--- config.mk ---
export PLATFORM = sky130hd
export DESIGN_NAME = lane_parity_unit
export DESIGN_NICKNAME = d
export VERILOG_FILES = /design/src/rtl/lpar_pkg.sv /design/src/rtl/lpar_lane_gen.sv /design/src/rtl/lpar_err_track.sv /design/src/rtl/lane_parity_unit.sv
export SDC_FILE = /design/constraint.sdc
export NUM_CORES = 1
export LEC_CHECK = 0
export BUFFER_PORTS_ARGS = -buffer_cell sky130_fd_sc_hd__clkbuf_2
export CORE_MARGIN = 4
export CORE_UTILIZATION = 36
export DETAILED_ROUTE_END_ITERATION = 6
export PLACE_DENSITY_LB_ADDON = 0.3
export SLEW_MARGIN = 10
export SYNTH_ARGS = -nofsm -noshare
export SYNTH_HDL_FRONTEND = slang
export SYNTH_SLANG_ARGS = --single-unit
--- constraint.sdc ---
create_clock -name clk -period 1.4 [get_ports clk]
set_input_delay 0.07 -clock clk [delete_from_list [all_inputs] [get_ports clk]]
set_output_delay 0.07 -clock clk [all_outputs]
set_load 0.01 [all_outputs]
--- src/rtl/lpar_pkg.sv ---
package lpar_pkg;
  localparam int unsigned LANES  = 4;
  localparam int unsigned LANE_W = 8;
  localparam int unsigned DATA_W = LANES * LANE_W;
  typedef logic [LANES-1:0] lane_vec_t;
endpackage

--- src/rtl/lpar_lane_gen.sv ---
module lpar_lane_gen #(
  parameter int unsigned LANE_W = 8
) (
  input  logic [LANE_W-1:0] byte_i,
  input  logic              odd_i,
  output logic              par_o
);
  // even sense: reduction XOR already makes total ones even
  always_comb par_o = (^byte_i) ^ odd_i;
endmodule

--- src/rtl/lpar_err_track.sv ---
module lpar_err_track #(
  parameter int unsigned LANES = 4
) (
  input  logic             clk,
  input  logic             rst,
  input  logic             chk_stb,
  input  logic [LANES-1:0] bad_lanes,
  input  logic [LANES-1:0] clr_mask,
  output logic             err_pulse,
  output logic [LANES-1:0] err_mask
);
  logic [LANES-1:0] hit;
  always_comb hit = chk_stb ? bad_lanes : '0;

  always_ff @(posedge clk) begin
    if (rst) begin
      err_pulse <= 1'b0;
      err_mask  <= '0;
    end else begin
      err_pulse <= |hit;
      err_mask  <= (err_mask & ~clr_mask) | hit;
    end
  end
endmodule

--- src/rtl/lane_parity_unit.sv ---
module lane_parity_unit #(
  parameter int unsigned LANES  = lpar_pkg::LANES,
  parameter int unsigned LANE_W = lpar_pkg::LANE_W
) (
  input  logic                    clk,
  input  logic                    rst,
  input  logic                    cfg_chk_en,
  input  logic                    cfg_odd,
  input  logic [LANES-1:0]        clr_mask,
  input  logic                    dcyc_i,
  input  logic                    wr_i,
  input  logic [LANES-1:0]        be_i,
  input  logic [LANES*LANE_W-1:0] dat_i,
  input  logic [LANES-1:0]        par_i,
  output logic [LANES-1:0]        par_o,
  output logic                    par_oe,
  output logic                    err_pulse,
  output logic [LANES-1:0]        err_mask
);
  localparam int unsigned DATA_W = LANES * LANE_W;

  logic [LANES-1:0] calc_par;
  logic [LANES-1:0] bad_lanes;
  logic             wr_cyc;
  logic             rd_chk;

  genvar g;
  generate
    for (g = 0; g < LANES; g++) begin : g_lane
      lpar_lane_gen #(.LANE_W(LANE_W)) gen_i (
        .byte_i (dat_i[g*LANE_W +: LANE_W]),
        .odd_i  (cfg_odd),
        .par_o  (calc_par[g])
      );
    end
  endgenerate

  always_comb begin
    wr_cyc    = dcyc_i & wr_i;
    rd_chk    = dcyc_i & ~wr_i & cfg_chk_en;
    par_oe    = wr_cyc;
    par_o     = wr_cyc ? (calc_par & be_i) : '0;
    bad_lanes = (calc_par ^ par_i) & be_i;
  end

  lpar_err_track #(.LANES(LANES)) trk_i (
    .clk       (clk),
    .rst       (rst),
    .chk_stb   (rd_chk),
    .bad_lanes (bad_lanes),
    .clr_mask  (clr_mask),
    .err_pulse (err_pulse),
    .err_mask  (err_mask)
  );

  initial begin
    if (DATA_W != LANES * LANE_W) $error("width mismatch");
  end
endmodule

# Word level (Yosys, flattened, before mapping)
# Cells that the tools add are included.
[totals] regBits=5 elab_cells=23
[classes] n_mux=2 bitwise_logic=14 reduce_logical=5
[ops] cell="8-bit XOR reduction" n=4
[ops] cell="4-bit bitwise AND" n=3
[ops] cell="4-bit 2-to-1 mux" n=2
[ops] cell="4-bit inverter" n=1
[ops] cell="4-bit OR" n=1
[ops] cell="4-bit OR reduction" n=1
[ops] cell="1-bit bitwise XOR" n=4
[ops] cell="4-bit bitwise XOR" n=1
[ops] cell="1-bit bitwise AND" n=3
[ops] cell="1-bit inverter" n=1

# Depth between registers and ports, before layout
[logic_depth] word_depth=6 depth_mapped=5 depth_no_buf=5

# Cells and area by module
# A second synthesis with hierarchy kept.
[hier_totals] hier_cells=62 area_unflattened_um2=611.8
[modules_own_cells] module="lpar_lane_gen" instances=4 cells_per_inst=7 area_each_um2=82.6
[modules_own_cells] module="lpar_err_track" instances=1 cells_per_inst=19 area_each_um2=180.2
[modules_own_cells] module="lane_parity_unit" instances=1 cells_per_inst=15 area_each_um2=101.3

# Worst setup path before layout
# OpenSTA, ideal clock, no wires.
[synth_path] path_type="input to register" start="in cfg_odd" end="reg trk_i.err_pulse" setup_ns=0.132 arrival_ns=1.057 required_time_ns=1.268 setup_slack_ns=0.211 path_stages=5 path_cell_list="clkbuf_1 xnor2_1 xor3_1 nand3_1 a41oi_2"
[synth_between] elab_chain_len=5 word_cells_on_any_way=8 cone_classes="1 x mux; 6 x bitwise; 1 x reduce/logical"
[synth_rtl] item="start, declared" line_no="lane_parity_unit.sv:8" text="input logic cfg_odd,"
[synth_rtl] item="1-bit bitwise XOR" line_no="lpar_lane_gen.sv:9" text="always_comb par_o = (^byte_i) ^ odd_i;"
[synth_rtl] item="4-bit bitwise XOR (*)" line_no="lane_parity_unit.sv:43" text="bad_lanes = (calc_par ^ par_i) & be_i;"
[synth_rtl] item="4-bit bitwise AND (*)" line_no="lane_parity_unit.sv:43"
[synth_rtl] item="4-bit 2-to-1 mux (*)" line_no="lpar_err_track.sv:13" text="always_comb hit = chk_stb ? bad_lanes : '0;"
[synth_rtl] item="4-bit OR reduction (*)" line_no="lpar_err_track.sv:20" text="err_pulse <= |hit;"
[synth_rtl] item="end signal, assigned" line_no="lpar_err_track.sv:20"
[synth_rtl] item="end, declared" line_no="lpar_err_track.sv:9" text="output logic err_pulse,"
# Mark *: on every way between the ends. The rest lies on a longest branch, timed or not.
# A chain may end at the register's enable or synchronous reset.

# Final worst setup path
[layout_path] start="in dat_i[3]" end="out par_o[0]"
[layout_between] elab_chain_len=4
[layout_rtl] item="start, declared" line_no="lane_parity_unit.sv:13" text="input logic [LANES*LANE_W-1:0] dat_i,"
[layout_rtl] item="8-bit XOR reduction" line_no="lpar_lane_gen.sv:9"
[layout_rtl] item="1-bit bitwise XOR" line_no="lpar_lane_gen.sv:9"
[layout_rtl] item="4-bit bitwise AND" line_no="lane_parity_unit.sv:42" text="par_o = wr_cyc ? (calc_par & be_i) : '0;"
[layout_rtl] item="4-bit 2-to-1 mux" line_no="lane_parity_unit.sv:42"
[layout_rtl] item="end, declared" line_no="lane_parity_unit.sv:15" text="output logic [LANES-1:0] par_o,"
# Every way passes these cells.

==> impl_metrics.json <==
{
  "path_clk_slew_ns": 0.05,
  "netlist.area_leader.share_pct": 27.8,
  "final_cell_count_no_fill": 137,
  "setup_violations": 0,
  "fin_ws_ns": 0.102,
  "r2r_start": "trk_i.err_mask[2]$_SDFF_PP0_",
  "numCtsBuffers": 3,
  "clock_skew_ns": 0,
  "synth-seq-area-share_pct": 15.9,
  "fmax_mhz": 770,
  "p_leak_nw": 0.535,
  "area_growth_syn_to_layout_pct": 54.8,
  "rr_worst_depth": 2,
  "irDropWorstVdd_uv": 452,
  "timing.critical_path.from": "dat_i[3]",
  "slew_headroom_pct": 79.0,
  "via_per_inst": 4.57,
  "synth_top_cell_by_area": "xnor2_1",
  "initial_utilization_pct": 40.0,
  "die-area_um2": 2490,
  "hold_viol": 0,
  "gp_congestion": 0.665,
  "clockRootBuffer": "clkbuf_4",
  "io-pin-count": 60,
  "crit_path_cell_trace": "clkbuf_2 > xnor2_1 > xnor3_1 > xor2_1 > and3_1 > clkbuf_2",
  "layout_commonest_cell": "clkbuf_2",
  "synth_edf_count": 0,
  "wl_um": 1620,
  "place_inst": 132,
  "ys_ff_latch": 5,
  "worstPathRequired_ns": 1.33,
  "cp-start-kind": "input pin",
  "worst-path-stages": 6,
  "slowest_stage": "xnor3_1",
  "crit_top_cell": "clkbuf_2",
  "wl_per_cell_um": 11.8,
  "core_um2": 1580,
  "total_power_mw": 0.752,
  "grt_overflow": 0,
  "pre_cts_slack_ns": 0.00436,
  "tightest_slew_ns": 0.313,
  "hp-class": "input pin to flop",
  "hp-start": "rst",
  "ctsResizeCount": 0,
  "die_x_um": 49.9,
  "powerDensity_nw_per_um2": 771,
  "ys_async_sr_fraction_pct": 0,
  "path_max_fanout": 2,
  "maxCapViolCount": 0,
  "fin_area_um2": 976,
  "holdBufCountCts": 0,
  "drive_gt1_share_pct": 54.5,
  "drt-initial-drc-count": 4,
  "grt_pass1_wl_um": 2730,
  "netlist-cell-type-count": 15,
  "cts_htree_levels": 1,
  "slowest_delay_ns": 0.46,
  "layout_common_cells": "59 x clkbuf_2, 20 x xnor2_1, 5 x xnor3_1, 5 x dfxtp_1",
  "post-route-util_pct": 61.9,
  "grt_start_max_net_pins": 6,
  "hpwl_um": 1460,
  "cts_tree": "yes",
  "grt_antenna_before_repair": 0,
  "min_path_cells": 2,
  "fin_crit_sh_pct": 92.7,
  "route.detailed.drc": 0,
  "synthTopCellsByArea": "xnor2_1 28%, xnor3_1 18%, dfxtp_1 16%",
  "cp.buffers_inverters": 2,
  "synthCells": 58,
  "cts_setup_buffers": 0,
  "slew_viol_final": 0,
  "synth_warnings": 0,
  "synth.avg_cell_area_um2": 10.9,
  "antenna_left": 0,
  "placed_cell_area_um2": 942,
  "fin_nets": 172,
  "crit_family": "XOR/XNOR gates",
  "fp.dieH_um": 49.9,
  "synthFlopType": "dfxtp_1",
  "grt_pass1_vias": 671,
  "synth_nets": 108,
  "status": "completed",
  "diodes": 0,
  "path_class": "input pin to output pin",
  "cp-end-kind": "output pin",
  "drt_first_pass_iters": 4,
  "cts_buffer_depth": 2,
  "clock-sinks": 5,
  "clk_latency_ns": 0.24,
  "port-buffer-count": 59,
  "rows": 14,
  "arrival_ns": 1.23,
  "synth.cell_area_um2": 631,
  "grt_use_total_pct": 14.0,
  "dr_total_vias": 626,
  "post-route-min-period_ns": 1.30
}
-- registers in the layout (all words and copies together), names as in the netlist --
register         flops
trk_i.err_mask       4
trk_i.err_pulse      1
-- metal layers --
layer | vias up | GRT usage (%) | wire [um]
met4 | 0 | 5.53 | 9
met3 | 2 | 2.41 | 141
met5 | - | 0 | 0
met1 | 272 | 15.2 | 606
li1 | 322 | - | -
met2 | 30 | 26.4 | 858
-- logic make-up (layout without fill, tap and decap cells) --
| kind of cell | after synthesis | after routing | share of synthesized area [%] |
|---|---|---|---|
| compound gates | 5 | 5 | 5.75 |
| buf+inv | 1 | 64 | 0.595 |
| xor+xnor | 32 | 32 | 62.5 |
| simple gates | 15 | 15 | 15.3 |
| flops | 5 | 5 | 15.9 |
-- final timing paths --
path                                  end  slack [ns]
max reg2reg  trk_i.err_mask[2]$_SDFF_PP0_        0.81
min            trk_i.err_pulse$_SDFF_PP0_        0.06
max                              par_o[0]        0.10
min reg2reg  trk_i.err_mask[1]$_SDFF_PP0_        0.47
-- power breakdown --
part | switching [mW] | internal [mW]
Clock | 0.0626 | 0.108
Combinational | 0.156 | 0.273
Sequential | 0.00282 | 0.149
Total | 0.222 | 0.530
-- worst register-to-register path, delay by kind of cell (launching register included) --
family / cells / cell delay, ns
AO/OA/AOI/OAI: 1 / 0.13
flip-flops: 1 / 0.33
AND/OR/NAND/NOR: 1 / 0.06
-- per-stage QoR --
stage               setup TNS [ns]  hold WS (ns)
global route              -0.00938        0.0600
finish                           0        0.0550
floorplan                        0         0.133
global placement                 0         0.307
CTS                              0        0.0530
detailed placement               0         0.310
-- cell type report --
| cell class | instances | area, um2 |
|---|---|---|
| repair buffers | 60 | 303 |
| well taps | 16 | 20.0 |
| fillers | 139 | 601 |
| multi-input cells | 52 | 527 |
| flip-flops and latches | 5 | 100 |
| clock buffers | 4 | 26.3 |
-- synthesized netlist by cell type (3+ instances only) --
cell      count
xnor2_1      20
dfxtp_1       5
xnor3_1       5
a21oi_1       4
and3_1        4
nand2b_1      4
xor2_1        4
nand3_1       3
xor3_1        3
Power figures use the tool's default switching activity.
